**config.mk**
```make
export PLATFORM = sky130hd
export DESIGN_NAME = ptp_frac_clock
export DESIGN_NICKNAME = d
export VERILOG_FILES = /design/src/rtl/ptp_clk_pkg.sv /design/src/rtl/ptp_frac_acc.sv /design/src/rtl/ptp_tick_counter.sv /design/src/rtl/ptp_reg_port.sv /design/src/rtl/ptp_frac_clock.sv
export SDC_FILE = /design/constraint.sdc
export NUM_CORES = 1
export LEC_CHECK = 0
export BUFFER_PORTS_ARGS = -buffer_cell sky130_fd_sc_hd__buf_2
export CAP_MARGIN = 20
export CELL_PAD_IN_SITES_DETAIL_PLACEMENT = 0
export CELL_PAD_IN_SITES_GLOBAL_PLACEMENT = 1
export CORE_ASPECT_RATIO = 1.2
export CORE_MARGIN = 10
export CORE_UTILIZATION = 35
export CTS_BUF_LIST = sky130_fd_sc_hd__clkbuf_8 sky130_fd_sc_hd__clkbuf_16
export DETAILED_ROUTE_END_ITERATION = 8
export PLACE_DENSITY = 0.77
export SYNTH_ARGS = -nofsm -noshare
export SYNTH_HDL_FRONTEND = slang
export SYNTH_SLANG_ARGS = --single-unit
```
**constraint.sdc**
```tcl
create_clock -name clk -period 3.44 [get_ports clk]
set_clock_uncertainty 0.05 [all_clocks]
set_input_delay 0.516 -clock clk [delete_from_list [all_inputs] [get_ports clk]]
set_output_delay 0.516 -clock clk [all_outputs]
set_load 0.01 [all_outputs]
```
**src/rtl/ptp_clk_pkg.sv**
```systemverilog
package ptp_clk_pkg;
  typedef enum logic [1:0] {
    REG_STEP    = 2'd0,
    REG_TIME_LO = 2'd1,
    REG_TIME_HI = 2'd2,
    REG_SPARE   = 2'd3
  } ptp_reg_e;
endpackage

```
**src/rtl/ptp_frac_acc.sv**
```systemverilog
module ptp_frac_acc #(
  parameter int FRAC_W = 32
) (
  input  logic              clk,
  input  logic              rst,
  input  logic [FRAC_W-1:0] step,
  input  logic              clear,
  output logic              carry,
  output logic [FRAC_W-1:0] phase
);
  logic [FRAC_W:0] sum;

  assign sum   = {1'b0, phase} + {1'b0, step};
  assign carry = sum[FRAC_W] & ~clear;

  always_ff @(posedge clk) begin
    if (rst || clear) phase <= '0;
    else              phase <= sum[FRAC_W-1:0];
  end
endmodule

```
**src/rtl/ptp_tick_counter.sv**
```systemverilog
module ptp_tick_counter #(
  parameter int TIME_W = 64
) (
  input  logic              clk,
  input  logic              rst,
  input  logic              load,
  input  logic [TIME_W-1:0] load_val,
  input  logic              inc,
  output logic [TIME_W-1:0] count
);
  always_ff @(posedge clk) begin
    if (rst)       count <= '0;
    else if (load) count <= load_val;
    else if (inc)  count <= count + TIME_W'(1);
  end
endmodule

```
**src/rtl/ptp_reg_port.sv**
```systemverilog
module ptp_reg_port
  import ptp_clk_pkg::*;
#(
  parameter int              DATA_W   = 32,
  parameter int              FRAC_W   = 32,
  parameter int              TIME_W   = 64,
  parameter logic [FRAC_W-1:0] STEP_RST = '0
) (
  input  logic              clk,
  input  logic              rst,
  input  logic [1:0]        reg_addr,
  input  logic              wr_en,
  input  logic [DATA_W-1:0] wr_data,
  input  logic              rd_en,
  input  logic [TIME_W-1:0] time_in,
  output logic [FRAC_W-1:0] step,
  output logic              load,
  output logic [TIME_W-1:0] load_val,
  output logic [DATA_W-1:0] rd_data,
  output logic              rd_valid
);
  localparam int NWORDS = TIME_W / DATA_W;

  ptp_reg_e              sel;
  logic [DATA_W-1:0]     word   [NWORDS];
  logic [DATA_W-1:0]     stage_lo;
  logic [DATA_W-1:0]     shadow_hi;
  logic [DATA_W-1:0]     rd_next;

  assign sel = ptp_reg_e'(reg_addr);

  for (genvar w = 0; w < NWORDS; w++) begin : g_word
    assign word[w] = time_in[w*DATA_W +: DATA_W];
  end

  assign load     = wr_en && (sel == REG_TIME_HI);
  assign load_val = {wr_data, stage_lo};

  always_comb begin
    case (sel)
      REG_STEP:    rd_next = DATA_W'(step);
      REG_TIME_LO: rd_next = word[0];
      REG_TIME_HI: rd_next = shadow_hi;
      default:     rd_next = '0;
    endcase
  end

  always_ff @(posedge clk) begin
    if (rst) begin
      step      <= STEP_RST;
      stage_lo  <= '0;
      shadow_hi <= '0;
      rd_data   <= '0;
      rd_valid  <= 1'b0;
    end else begin
      if (wr_en && sel == REG_STEP)    step     <= FRAC_W'(wr_data);
      if (wr_en && sel == REG_TIME_LO) stage_lo <= wr_data;
      if (rd_en && sel == REG_TIME_LO) shadow_hi <= word[NWORDS-1];
      rd_valid <= rd_en;
      if (rd_en) rd_data <= rd_next;
    end
  end
endmodule

```
**src/rtl/ptp_frac_clock.sv**
```systemverilog
module ptp_frac_clock #(
  parameter longint SYS_CLK_HZ = 100_000_000,
  parameter longint TICK_HZ    = 25_000_000,
  parameter int     FRAC_W     = 32,
  parameter int     DATA_W     = 32,
  parameter int     TIME_W     = 64
) (
  input  logic              clk,
  input  logic              rst,
  input  logic [1:0]        reg_addr,
  input  logic              wr_en,
  input  logic [DATA_W-1:0] wr_data,
  input  logic              rd_en,
  output logic [DATA_W-1:0] rd_data,
  output logic              rd_valid,
  output logic [TIME_W-1:0] time_now
);
  localparam logic [FRAC_W+63:0] TICK_SCALED = (FRAC_W+64)'(TICK_HZ) << FRAC_W;
  localparam logic [FRAC_W+63:0] SYS_WIDE    = (FRAC_W+64)'(SYS_CLK_HZ);
  localparam logic [FRAC_W-1:0]  STEP_NOM    = FRAC_W'(TICK_SCALED / SYS_WIDE);

  logic [FRAC_W-1:0] step;
  logic [FRAC_W-1:0] phase;
  logic              carry;
  logic              load;
  logic [TIME_W-1:0] load_val;

  ptp_reg_port #(
    .DATA_W  (DATA_W),
    .FRAC_W  (FRAC_W),
    .TIME_W  (TIME_W),
    .STEP_RST(STEP_NOM)
  ) u_regs (
    .clk     (clk),
    .rst     (rst),
    .reg_addr(reg_addr),
    .wr_en   (wr_en),
    .wr_data (wr_data),
    .rd_en   (rd_en),
    .time_in (time_now),
    .step    (step),
    .load    (load),
    .load_val(load_val),
    .rd_data (rd_data),
    .rd_valid(rd_valid)
  );

  ptp_frac_acc #(.FRAC_W(FRAC_W)) u_acc (
    .clk  (clk),
    .rst  (rst),
    .step (step),
    .clear(load),
    .carry(carry),
    .phase(phase)
  );

  ptp_tick_counter #(.TIME_W(TIME_W)) u_cnt (
    .clk     (clk),
    .rst     (rst),
    .load    (load),
    .load_val(load_val),
    .inc     (carry),
    .count   (time_now)
  );
endmodule

```
* Word level (Yosys, flattened, before mapping) *
Index checks and enable logic that the tools add are counted.

word-level totals
  logic and storage cells = 23
  bits in registers = 225
  input bits = 38
  output and inout bits = 97

cells by class
  bitwise gates (word level) = 2
  add/sub/neg operators = 2
  equal/unequal tests = 2
  reduce and logical (&&, ||, !) cells = 7
  mux-type cells = 3

operators by type and width
  operator                                                         number
  64-bit two-way mux                                               2
  32-bit case mux with 3 select lines                              1
  64-bit by 1-bit adder with 64-bit output, second input constant  1
  32-bit by 32-bit adder with 33-bit output                        1
  1-bit logical AND                                                4
  2-bit by 1-bit == test with 1-bit output, second input constant  1
  2-bit == test, second input constant                             1
  2-bit zero test                                                  1
  2-bit nonzero test                                               1
  1-bit AND                                                        1
  1-bit logical OR                                                 1
  1-bit inverter                                                   1

* Depth between registers and ports, before layout *
Gate-level depths: netlist of the first run.

  depth in word-level cells = 6
  gate-level depth with buffers = 12
  gate-level depth less buffers = 10

* Hierarchy *
From an unflattened synthesis of the first run, not the netlist that was laid out.

second synthesis, totals
  cells, all modules = 1,463
  area total of the unflattened synthesis = 11,922.7 um^2

modules (own cells, without submodules)
  module            instances  cells each  seq. area each (um^2)  area each (um^2)
  ptp_reg_port      1          672         2,582.5                5,619.1
  ptp_tick_counter  1          480         1,281.2                3,764.9
  ptp_frac_acc      1          311         640.6                  2,538.7

* Worst setup path before layout of the first run *
No wires, ideal clock.

  path type = reg2reg
  start = register u_regs.step[0]
  end = register u_cnt.count[0]
  period minus slack after synthesis = 2.705 ns
  cell stages (with the launch flop) = 13
  setup time = 0.074 ns
  required time = 3.316 ns
  data arrival time = 2.580 ns
  path buffers = 2
  slack = 0.735 ns
  cells stage by stage = dfxtp_1 -> ha_1 -> fa_1 -> a211oi_1 -> nor2_1 -> or3b_1 -> a21oi_1 -> o21bai_1 -> a31o_2 -> buf_2 -> buf_2 -> nand2_1 -> a31oi_1

between the ends
  longest elaborated chain between the ends = 3

RTL lines
  item                                       RTL line                text
  start: declaration                         ptp_reg_port.sv:16      output logic [FRAC_W-1:0] step,
  start signal: assignment                   ptp_reg_port.sv:56      if (wr_en && sel == REG_STEP) step <= FRAC_W'(wr_data);
  32-bit by 32-bit adder with 33-bit output  ptp_frac_acc.sv:13      assign sum = {1'b0, phase} + {1'b0, step};
  1-bit AND                                  ptp_frac_acc.sv:14      assign carry = sum[FRAC_W] & ~clear;
  2-bit nonzero test (no line)               -
  end signal: assignment                     ptp_tick_counter.sv:13  else if (load) count <= load_val;
  end signal: assignment                     ptp_tick_counter.sv:14  else if (inc) count <= count + TIME_W'(1);
  end: declaration                           ptp_tick_counter.sv:9   output logic [TIME_W-1:0] count

No other way between the ends.
A chain may end at the register's enable or synchronous reset.

* Final worst setup path of the first run *
Ends and elaborated chain as after synthesis.

==> results list, run 1 <==
- The flow ran to the end, and the final reports show no timing, DRC or antenna violations.
- Compared with the post-synthesis result, the final layout area differs by 16.9%.
* Iter 0 DRT Violations: 1006
- Leak: 0.00514 µW
- The count of final max-slew check failures is 0.
- Source-to-sink clock delay at the later pin of the worst-skew pair: 0.53 ns
- The number of setup buffers added after CTS is 0.
- The count of endpoints failing hold in the final timing report came to 0.
- Detailed placement ended at an HPWL of 29300 µm.
- Die outline width: 186 µm
* Total via count after detailed routing: 11400
* Most numerous cell in the Yosys netlist: sky130_fd_sc_hd__nand2_1
- Setup Total Neg Slack: 0 ns
- Post-CTS Hold Fix Bufs: 0
- In the synthesized netlist, the cells that appear most often are 313 x sky130_fd_sc_hd__nand2_1, 241 x sky130_fd_sc_hd__a21oi_1, 225 x sky130_fd_sc_hd__dfxtp_1.
- Remaining global-route overflow: 0
- The core region is 0.0330 mm².
- Placer's final routability congestion estimate: 0.915
- Area of the die: 0.0409 mm²
- The number of global-route vias before repair came to 10800.
- For the worst setup path, the data arrival time is 3.55 ns.
- The Yosys step of the flow raised 0 warnings.
* Total of fill cells in the finished design: 3366
* Die height: 219 µm
- Number of placed I/O pins: 135
- In the final design database the tool counted 1697 nets.
* Antenna cell count: 0
- Headroom to the max-slew limit came out at 49.2%.
- Fraction of the core area covered by cells at the end of the flow: 41.1%
- RSZ-0062 raised after global routing: no
- The initial utilization of the core area, before any placement, comes to 35.2%.
* Count of nets left with antenna violations after detail routing: 0
* CTS buffer count: 25
- Counting every sink on the clock net gives 225.
- Primary FF master, synth: sky130_fd_sc_hd__dfxtp_1
- Slowest stage cell on the critical path: sky130_fd_sc_hd__or3b_1
- Fraction of the cycle the final worst path needs: 91.2%
- Cell-by-cell listing of the critical path: ha_1, fa_1, a211oi_1, nor2_1, or3b_1, a21oi_1, o21bai_2, a31o_2, buf_12, or3_1, a31oi_1
- Top cell type by total area after synthesis: sky130_fd_sc_hd__dfxtp_1
- Detailed-route vias per instance: 5.44
* Clock tree from TritonCTS: done
* Clk slew on worst S/H paths: 0.06 ns
* Worst min path class: in -> reg
* GRT Total Usage: 19.2%
- Pwr Density: 438 mW/mm²
* Yosys top cell area share: 38.8%
* Top post-synthesis cells by area: sky130_fd_sc_hd__dfxtp_1 39%, sky130_fd_sc_hd__a21oi_1 10%, sky130_fd_sc_hd__nand2_1 10%
* Kind of start point of the critical path: flip-flop
* Synth Instances: 1545
* Synthesized netlist net count: 1617
* Share of synthesized area occupied by flip-flops and latches: 38.8%
- Share of cells above drive strength 1: 14.1%
- Setup violations remaining at the end of the flow were counted as 0.
* Post-synthesis instance area: 0.0116 mm²
- Fraction of registers with async set or reset after synthesis: 0%
* Largest net degree at the start of global routing: 130
* Number of antenna violations at the first check in global routing: 1
* Min setup slack post-route: 0.301 ns
- Counting flops with a built-in enable in the synthesized netlist gives 0.
- Number of buffers on the longest clock path: 3
- Maxcap violations: 0
- Number of input and output port buffers inserted: 134
* Critical Path End Type: flip-flop
- Before CTS, the worst setup slack after placement is 0.273 ns.
* Flip-flop and latch count after synthesis: 225
* Worst hold margin: 0.200 ns
- Highest cell delay on the worst timing path: 0.43 ns
* Critical path required time: 3.85 ns
* Class of the most critical setup path: reg -> reg
- Yosys mapped the design onto 61 distinct sky130hd cell types.
* Minimum period implied by the final worst setup slack: 3.14 ns
- Global-route wire length before repair: 62400 µm
- For the pin with the worst max-slew slack, the measured transition is 0.762 ns.
- Drt first pass iters: 5
- For this run, the top clock speed supported by timing is 319 MHz.
- Of all nets on the critical path, the largest fanout is 33.
- Drt total wl: 40500 µm
* Routed len/inst: 19.4 µm
- Clock Root Buffer: sky130_fd_sc_hd__clkbuf_16
- The floorplan has 73 rows.
- DRC violation count after routing: 0
- Dividing the synthesized area by the synthesized cell count gives 7.51 µm².
- In this run the number of H-tree levels came out at 1.
- IR Drop Worst-Case VDD: 0.321 mV
power breakdown:
| group | total [µW] | internal, µW | switching [µW] |
|---|---|---|---|
| sequential | 2720 | 2680 | 44.5 |
| clock | 2660 | 1570 | 1090 |
| combinational | 564 | 182 | 382 |
routing by layer:
layer / vias up / global-route usage (%) / part of all wire, %
met1: 5357 / 25.4 / 44
met2: 321 / 31.0 / 46
li1: 5629 / - / -
met5: - / 0 / 0.044
met3: 64 / 3.36 / 7.0
met4: 2 / 6.49 / 2.7
worst max-delay path, delay by kind of cell (launching register included):
family	cells	cell delay, ns
AOI/OAI and AO/OA	5	1.06
and+or+nand+nor	3	0.91
adders and majority gates	2	0.47
DFF	1	0.37
buffers and inverters	1	0.17
per-stage QoR:
step                      power [µW]  instance area [µm²]  cells
after floorplan                 3120                11600   1545
after global placement          3330                12800   2048
after detailed placement        3340                12800   2048
after CTS                       6000                13600   2089
after global routing            6160                13600   2089
final                           5940                13600   2089
path summary, 6_finish.rpt:
check                                             to            startpoint  cells past startpoint  slack, ns
worst min-delay path              u_regs.stage_lo[5]            wr_data[5]                      3       0.20
worst max register to register        u_cnt.count[0]        u_regs.step[0]                     11       0.30
worst max-delay path                  u_cnt.count[0]        u_regs.step[0]                     11       0.30
worst min register to register  u_regs.shadow_hi[11]  u_regs.shadow_hi[11]                      2       0.40
flip-flops by register name, indices dropped and copies added (netlist names):
signal and count:
u_cnt.count 64, u_acc.phase 32, u_regs.rd_data 32, u_regs.shadow_hi 32, u_regs.stage_lo 32, u_regs.step 32, u_regs.rd_valid 1
cell type report:
class	instances	area [µm²]	share of cell area, %
timing repair buffer	166	1000	7.41
sequential	225	4500	33.2
clock inverter	11	104	0.766
inverter	15	56.3	0.415
clock buffer	30	694	5.12
tap	450	563	4.15
multi-input combinational	1192	6630	48.9
kinds of logic (layout without fill, tap and decap cells):
family | after synthesis | after routing | synth area share [%]
simple gates | 629 | 629 | 24.2
compound gates | 474 | 474 | 24.5
flops | 225 | 225 | 38.8
buf+inv | 128 | 222 | 4.24
mux | 35 | 35 | 3.02
fa+ha+maj | 34 | 34 | 3.73
xor+xnor | 20 | 20 | 1.51
timing repair:
item                                   in CTS  in global routing
setup endpoints to repair                   0                  1
gates resized for setup                     0                  1
endpoints found under the hold margin       0                  0
cells in the final DEF, fill, tap and decap left out, drive strengths merged, types with 5 or more instances in the layout:
master	Yosys	routed
a31oi	10	10
o21bai	7	7
o22ai	5	5
or3	8	8
buf	17	166
xnor2	10	10
a22o	7	7
nor3	38	38
and3	19	19
inv	14	19
or2	8	8
nand3	32	32
nor4	12	12
xor2	10	10
mux2i	35	35
nand4	19	19
nand2	315	315
dfxtp	225	225
nor2	148	148
ha	33	33
a31o	5	5
a211oi	48	48
o21a	8	8
o31ai	16	16
clkbuf	96	30
a21oi	241	241
and4	5	5
a21o	23	23
o21ai	63	63
and2	8	8
o32ai	18	18
Power figures use the tool's default switching activity.
==> run 2, diff against run 1 <==
Settings changed: CTS_BUF_LIST sky130_fd_sc_hd__clkbuf_8 sky130_fd_sc_hd__clkbuf_16 to sky130_fd_sc_hd__clkbuf_8.
==> results list, run 2 (same netlist as run 1, synthesis figures left out) <==
* Count of nets left with antenna violations after detail routing: 0 (unchanged)
* Critical Path End Type: flip-flop
- Placeable core region: 0.0330 mm² (unchanged)
- STA classifies the critical path startpoint as a flip-flop.
- Number of input and output port buffers inserted: 134 (unchanged)
- Detailed-route vias per instance: 5.45 (+0.12%)
- Class of the most critical setup path: reg -> reg
* Placer's final routability congestion estimate: 0.915 (unchanged)
- Share of cells above drive strength 1: 14.8% (+0.69 points)
- The y dimension of the die came to 219 µm (unchanged).
- The number of gates given a new drive strength after cts is 0 (unchanged).
- Most frequent standard cell in the layout excluding fill and tap cells: sky130_fd_sc_hd__nand2_1
- The worst endpoint required time came to 3.87 ns (+0.02 ns).
* Row Count: 73 (unchanged)
* Area of the die: 0.0409 mm² (unchanged)
- Worst min path class: in -> reg
- The final count of negative-setup-slack endpoints is 0 (unchanged).
- The clock period minus worst slack is 3.15 ns (+0.0155 ns).
- Slowest stage cell on the critical path: sky130_fd_sc_hd__or3b_1
- Rel. slew slack: 48.2% (-1.1 points)
* Largest register FFs: 64 (unchanged)
- The maximum number of pins on one net before global-route repair came to 130 (unchanged).
- The biggest cell delay along the critical path was 0.43 ns (about the same).
* Number of nets in the final layout: 1712 (+0.88%)
- Clock Root Buffer: sky130_fd_sc_hd__clkbuf_8
- Source-to-sink clock delay at the later pin of the worst-skew pair: 0.55 ns (+0.02 ns)
- Half-perimeter wire length of the detailed placement result: 29300 µm (unchanged)
- The cell family contributing the most delay on the critical path is compound AO/OA/AOI/OAI gates.
- CTS buffer count: 40 (+60%)
* Pwr Density: 419 mW/mm² (-4.4%)
- From synthesis to final layout, the design area changed by 16.3%.
- The minimum setup slack after placement was 0.273 ns (unchanged).
- The worst setup margin was 0.286 ns (-0.0155 ns).
- Number of antenna violations at the first check in global routing: 2 (+1)
- Routed len/inst: 19.3 µm (-0.28%)
* Max-slew violation total from the final report: 0 (unchanged)
- Biggest fanout along the worst timing path: 33 (unchanged)
- Global-route wire length before repair: 62800 µm (+0.58%)
- The wire length after detailed routing came to 40900 µm (+0.96%).
* Arrival time reported for the critical path endpoint: 3.58 ns (+0.03 ns)
* Fraction of the cycle the final worst path needs: 91.7% (+0.45 points)
* IR Drop Worst-Case VDD: 0.191 mV (-40%)
- The proportion of power drawn by flip-flops and latches came to 48.2% (+2.4 points).
- Clk network pwr share: 41.9% (-2.8 points)
- Remaining global-route overflow: 0 (unchanged)
* Clk slew on worst S/H paths: 0.07 ns (about the same)
- DRC violation count after routing: 0 (unchanged)
- The number of sinks handled by clock tree synthesis came to 225 (unchanged).
- The fraction of power spent switching nets came to 27.3% (+1.8 points).
- The total via count after detailed routing is 11500 (+1.4%).
- H-tree levels: 2 (+1)
- The global-route usage over all layers is 19.4% (+0.21 points).
- Cell-by-cell listing of the critical path: ha_1, fa_1, a211oi_1, nor2_1, or3b_1, a21oi_1, o21bai_2, a31o_2, buf_12, or3_1, a31oi_1
* Most frequent cells in the layout: 312 x sky130_fd_sc_hd__nand2_1, 241 x sky130_fd_sc_hd__a21oi_1, 225 x sky130_fd_sc_hd__dfxtp_1
- The net switching power is 1550 µW (+1.8%).
- The number of DRC violations after detailed-routing iteration 0 came to 904 (-10%).
- The combined buffer and inverter count along the critical path came to 1 (unchanged).
- The number of top-level design ports is 135 (unchanged).
- The number of detailed-route iterations in the first pass came to 5 (unchanged).
- The maximum buffer depth of the clock tree is 3 (unchanged).
* Leak: 0.00517 µW (+0.58%)
- Reg with most FFs: u_cnt.count
- Internal Dissipation: 4110 µW (-7.1%)
- The number of maximum-capacitance violations was 0 (unchanged).
- The die width was 186 µm (unchanged).
* Part of the power in combinational logic: 10.0% (+0.5 points)
- Slew of the pin with the lowest slew margin: 0.778 ns (+0.0159 ns)
- Outcome: finished clean
* Hold Violations, Final: 0 (unchanged)
* Fraction of the core area covered by cells at the end of the flow: 40.9% (-0.19 points)
- The number of global-route vias before repair came to 10900 (+1.4%).
- Setup Total Neg Slack: 0 ns (unchanged)
- The initial standard-cell utilization of the core came to 35.2% (unchanged).
- Overall power of the completed layout: 5660 µW (-4.8%)
* Maximum clock rate: 317 MHz (-0.49%)
* Clock tree from TritonCTS: done
* RSZ-0062 raised after global routing: no
* Buffers inserted during post-CTS setup optimization: 0 (unchanged)
- The hold buffer count at CTS was 0 (unchanged).
## run 2: changes by cell type in the layout (fill, tap and decap cells not counted)
cell                         previous run  this run
sky130_fd_sc_hd__clkbuf_8               5        48
sky130_fd_sc_hd__clkbuf_16             25         0
sky130_fd_sc_hd__inv_1                 19        29
sky130_fd_sc_hd__bufinv_16              2         0
sky130_fd_sc_hd__clkinvlp_4             2         0
sky130_fd_sc_hd__clkinv_2               2         3
sky130_fd_sc_hd__diode_2                0         1
## run 2: worst paths after layout
path	startpoint	cells past startpoint	slack [ns]	to
worst min-delay path	wr_data[26]	3	0.18	u_regs.step[26]
worst max-delay path	u_regs.step[0]	11	0.29	u_cnt.count[0]
worst max register to register	u_regs.step[0]	11	0.29	u_cnt.count[0]
worst min register to register	u_regs.shadow_hi[11]	2	0.40	u_regs.shadow_hi[11]
## run 2: cell type report
class / count / area, µm²
clock buffer: 48 / 661
timing repair buffer: 166 / 1000
tap: 450 / 563
clock inverter: 18 / 71.3
inverter: 15 / 56.3
multi-input combinational: 1192 / 6630
fill: 3402 / 19500
sequential: 225 / 4500
antenna: 1 / 2.50
## run 2: layer usage
metal | vias up | part of all wire (%) | GRT usage (%) | wire length [µm]
li1 | 5666 | - | - | -
met1 | 5422 | 43 | 25.3 | 17600
met2 | 363 | 47 | 31.3 | 19100
met3 | 75 | 7.9 | 4.12 | 3220
met4 | 2 | 2.5 | 6.43 | 1020
met5 | - | 0.044 | 0 | 18
## run 2: stage by stage
| step | hold WS (ns) | std cells | instance area [µm²] |
|---|---|---|---|
| floorplan | 0.383 | 1545 | 11600 |
| global placement | 0.391 | 2048 | 12800 |
| detailed placement | 0.397 | 2048 | 12800 |
| CTS | 0.149 | 2114 | 13500 |
| global route | 0.173 | 2115 | 13500 |
| finish | 0.181 | 2115 | 13500 |
## run 2: power groups by stage
stage	Combinational [µW]	Clock (µW)	Sequential (µW)
final	564	2370	2720
after detailed placement	560	0	2780
after global placement	555	0	2780
after floorplan	345	0	2780
after CTS	562	2430	2720
after global routing	619	2520	2730
## run 2: worst reg2reg max path, cell delays in order (launching register included)
cell                       delay, ns
sky130_fd_sc_hd__dfxtp_1        0.38
sky130_fd_sc_hd__ha_1           0.23
sky130_fd_sc_hd__fa_1           0.25
sky130_fd_sc_hd__a211oi_1       0.11
sky130_fd_sc_hd__nor2_1         0.16
sky130_fd_sc_hd__or3b_1         0.43
sky130_fd_sc_hd__a21oi_1        0.36
sky130_fd_sc_hd__o21bai_2       0.16
sky130_fd_sc_hd__a31o_2         0.28
sky130_fd_sc_hd__buf_12         0.17
sky130_fd_sc_hd__or3_1          0.34
sky130_fd_sc_hd__a31oi_1        0.16
==> run 3, diff against run 2 <==
Settings changed: BUFFER_PORTS_ARGS -buffer_cell sky130_fd_sc_hd__buf_2 to -buffer_cell sky130_fd_sc_hd__buf_4, CELL_PAD_IN_SITES_DETAIL_PLACEMENT 0 to default, CELL_PAD_IN_SITES_GLOBAL_PLACEMENT 1 to default, PLACE_DENSITY 0.77 to 0.62, SKIP_LAST_GASP from default to 1.
==> results list, run 3 (same netlist as run 1, synthesis figures left out) <==
- The run finished with clean final reports.
- The count of final max-slew check failures was 0 (unchanged).
- Critical path required time: 3.86 ns (about the same)
- Post-CTS Hold Fix Bufs: 0 (unchanged)
- The total via count after detailed routing was 11700 (+1.2%).
- Number of buffers on the longest clock path: 3 (unchanged)
- The full die area came to 0.0409 mm² (unchanged).
- The number of maximum-capacitance violations came to 0 (unchanged).
* Clock Root Buffer: sky130_fd_sc_hd__clkbuf_8
* Maximum clock rate: 315 MHz (-0.55%)
- Minimum period implied by the final worst setup slack: 3.17 ns (+0.0175 ns)
- The number of detailed-route iterations in the first pass is 6 (+1).
- The highest ir drop seen on vdd is 0.177 mV (-7.6%).
- Number of nets in the final layout: 1712 (unchanged)
- The proportion of power drawn by flip-flops and latches came to 47.5% (-0.7 points).
- The wire length after detailed routing is 40700 µm (-0.53%).
- The critical path in this run is classified as reg -> reg.
- The number of post-CTS setup repair buffers was 0 (unchanged).
* Worst min path class: in -> reg
- Critical Path End Type: flip-flop
- NetSw: 1550 µW (+0.23%)
- The fraction of power spent switching nets was 27.0% (-0.34 points).
- The number of global-route vias before repair was 11000 (+1.1%).
* GRT Total Usage: 19.3% (-0.084 points)
- The count of endpoints failing hold in the final timing report came to 0 (unchanged).
* Arrival time reported for the critical path endpoint: 3.59 ns (about the same)
- Reg with most FFs: u_cnt.count
- Depth of the worst register-to-register path: 12 (+1)
- The die width is 186 µm (unchanged).
- The post-detailed-route via-to-cell ratio was 5.52 (+1.3%).
- Row Count: 73 (unchanged)
- The power density over cell area came to 415 mW/mm² (-0.94%).
- Internal Dissipation: 4190 µW (+2.0%)
- CTS buffer count: 38 (-5.0%)
- Non-filler cells in the finished layout: 2113 (-0.095%)
- Die height: 219 µm (unchanged)
- Share of cells above drive strength 1: 14.8% (about the same)
* Largest register FFs: 64 (unchanged)
- The static power due to leakage is 0.00521 µW (+0.70%).
- Endpoint of the most critical setup path: u_cnt.count[0]
- Flop-to-flop setup slack: 0.27 ns (-0.02 ns)
- DRC violation count after routing: 0 (unchanged)
- Count of nets left with antenna violations after detail routing: 0 (unchanged)
* Critical register-to-register path startpoint: u_regs.step[0]
* Total placed cells including tap cells: 2050 (+0.098%)
- The proportion of power drawn by combinational gates is 10.2% (+0.2 points).
* Placer's final routability congestion estimate: 0.903 (-1.2%)
* Clk slew on worst S/H paths: 0.06 ns (about the same)
- The wire length of the first global-routing pass was 62900 µm (+0.14%).
- Rel. slew slack: 41.5% (-6.6 points)
* Worst r2r dst: u_cnt.count[0]
* Clock tree from TritonCTS: done
- The transition time at the pin with the least slew margin was 0.877 ns (+0.0996 ns).
* Number of placed I/O pins: 135 (unchanged)
- The number of gates given a new drive strength after cts came to 0 (unchanged).
- Antenna cell count: 0 (-1)
- Setup Total Neg Slack: 0 ns (unchanged)
- The aggregate global routing overflow came to 0 (unchanged).
- Fraction of the cycle the final worst path needs: 92.2% (+0.51 points)
- Clk sink count: 225 (unchanged)
- The number of antenna violations at the first check in global routing is 1 (-1).
- The initial standard-cell utilization of the core was 35.2% (unchanged).
* Half-perimeter wire length of the detailed placement result: 28900 µm (-1.4%)
* Iter 0 DRT Violations: 1207 (+34%)
- The number of port buffers came to 134 (unchanged).
- Tracing the worst setup path back leads to its startpoint at u_regs.step[0].
- Placeable core region: 0.0330 mm² (unchanged)
* Biggest fanout along the worst timing path: 25 (-24%)
- Source-to-sink clock delay at the later pin of the worst-skew pair: 0.55 ns (about the same)
* Largest net degree at the start of global routing: 175 (+35%)
* Clk network pwr share: 42.3% (+0.4 points)
- Routed len/inst: 19.3 µm (-0.43%)
- Area growth from synthesis to layout: 19.2%
- H-tree levels: 2 (unchanged)
- The final count of negative-setup-slack endpoints is 0 (unchanged).
* Most frequent standard cell in the layout excluding fill and tap cells: sky130_fd_sc_hd__nand2_1
- Kind of start point of the critical path: flip-flop
- The library cells used most frequently in the layout, excluding fill and tap cells, are 312 x sky130_fd_sc_hd__nand2_1, 241 x sky130_fd_sc_hd__a21oi_1, 225 x sky130_fd_sc_hd__dfxtp_1.
* RSZ-0062 raised after global routing: no
==> run 3: worst min-delay path by stage <==
stage | from | endpoint | cells past startpoint
after floorplan | u_regs.stage_lo[20] | u_regs.stage_lo[20] | 2
after detailed placement | u_regs.stage_lo[22] | u_regs.stage_lo[22] | 2
after global placement | u_regs.stage_lo[1] | u_regs.stage_lo[1] | 2
final | wr_data[6] | u_regs.step[6] | 3
after global routing | wr_data[6] | u_regs.step[6] | 3
after CTS | wr_data[30] | u_regs.step[30] | 3
==> run 3: per-layer routing <==
layer	wire (µm)	global-route usage [%]
met1	17300	24.6
met2	18700	31.0
met3	3400	4.61
met4	1290	7.24
met5	13	0
==> run 3: power groups by stage <==
stage / sequential, µW / combinational, µW / clock [µW]
4_1_cts: 2730 / 581 / 2470
6_report: 2730 / 585 / 2430
2_1_floorplan: 2780 / 345 / 0
3_3_place_gp: 2780 / 574 / 0
5_1_grt: 2730 / 641 / 2590
3_5_place_dp: 2780 / 578 / 0
==> run 3: cell type report <==
cell class / count / area [µm²]
multi-input cells: 1192 / 6630
well taps: 450 / 563
repair buffers: 168 / 1340
flip-flops and latches: 225 / 4500
clock inverters: 19 / 129
clock buffers: 44 / 606
inverters: 15 / 56.3
fillers: 3402 / 19100
==> run 3: worst max-delay path, cell delays in order, from the launching register on <==
cell and delay, ns:
sky130_fd_sc_hd__dfxtp_1 0.38, sky130_fd_sc_hd__ha_1 0.23, sky130_fd_sc_hd__fa_1 0.26, sky130_fd_sc_hd__a211oi_1 0.11, sky130_fd_sc_hd__nor2_1 0.15, sky130_fd_sc_hd__or3b_1 0.42
sky130_fd_sc_hd__a21oi_1 0.35, sky130_fd_sc_hd__o21bai_1 0.10, sky130_fd_sc_hd__buf_4 0.16, sky130_fd_sc_hd__a31o_2 0.24, sky130_fd_sc_hd__buf_12 0.17, sky130_fd_sc_hd__or3_1 0.31
sky130_fd_sc_hd__a31oi_1 0.15
==> run 3: metrics by stage <==
| stage | power, µW | setup slack [ns] | utilization (%) | area, µm² | hold WS, ns |
|---|---|---|---|---|---|
| 3_3_place_gp | 3350 | 0.335 | 39.7 | 13100 | 0.391 |
| 4_1_cts | 5780 | 0.265 | 41.9 | 13800 | 0.159 |
| 3_5_place_dp | 3360 | 0.291 | 39.7 | 13100 | 0.395 |
| 6_report | 5740 | 0.268 | 41.9 | 13800 | 0.189 |
| 2_1_floorplan | 3120 | 0.735 | - | 11600 | 0.383 |
| 5_1_grt | 5960 | 0.0631 | 41.9 | 13800 | 0.175 |
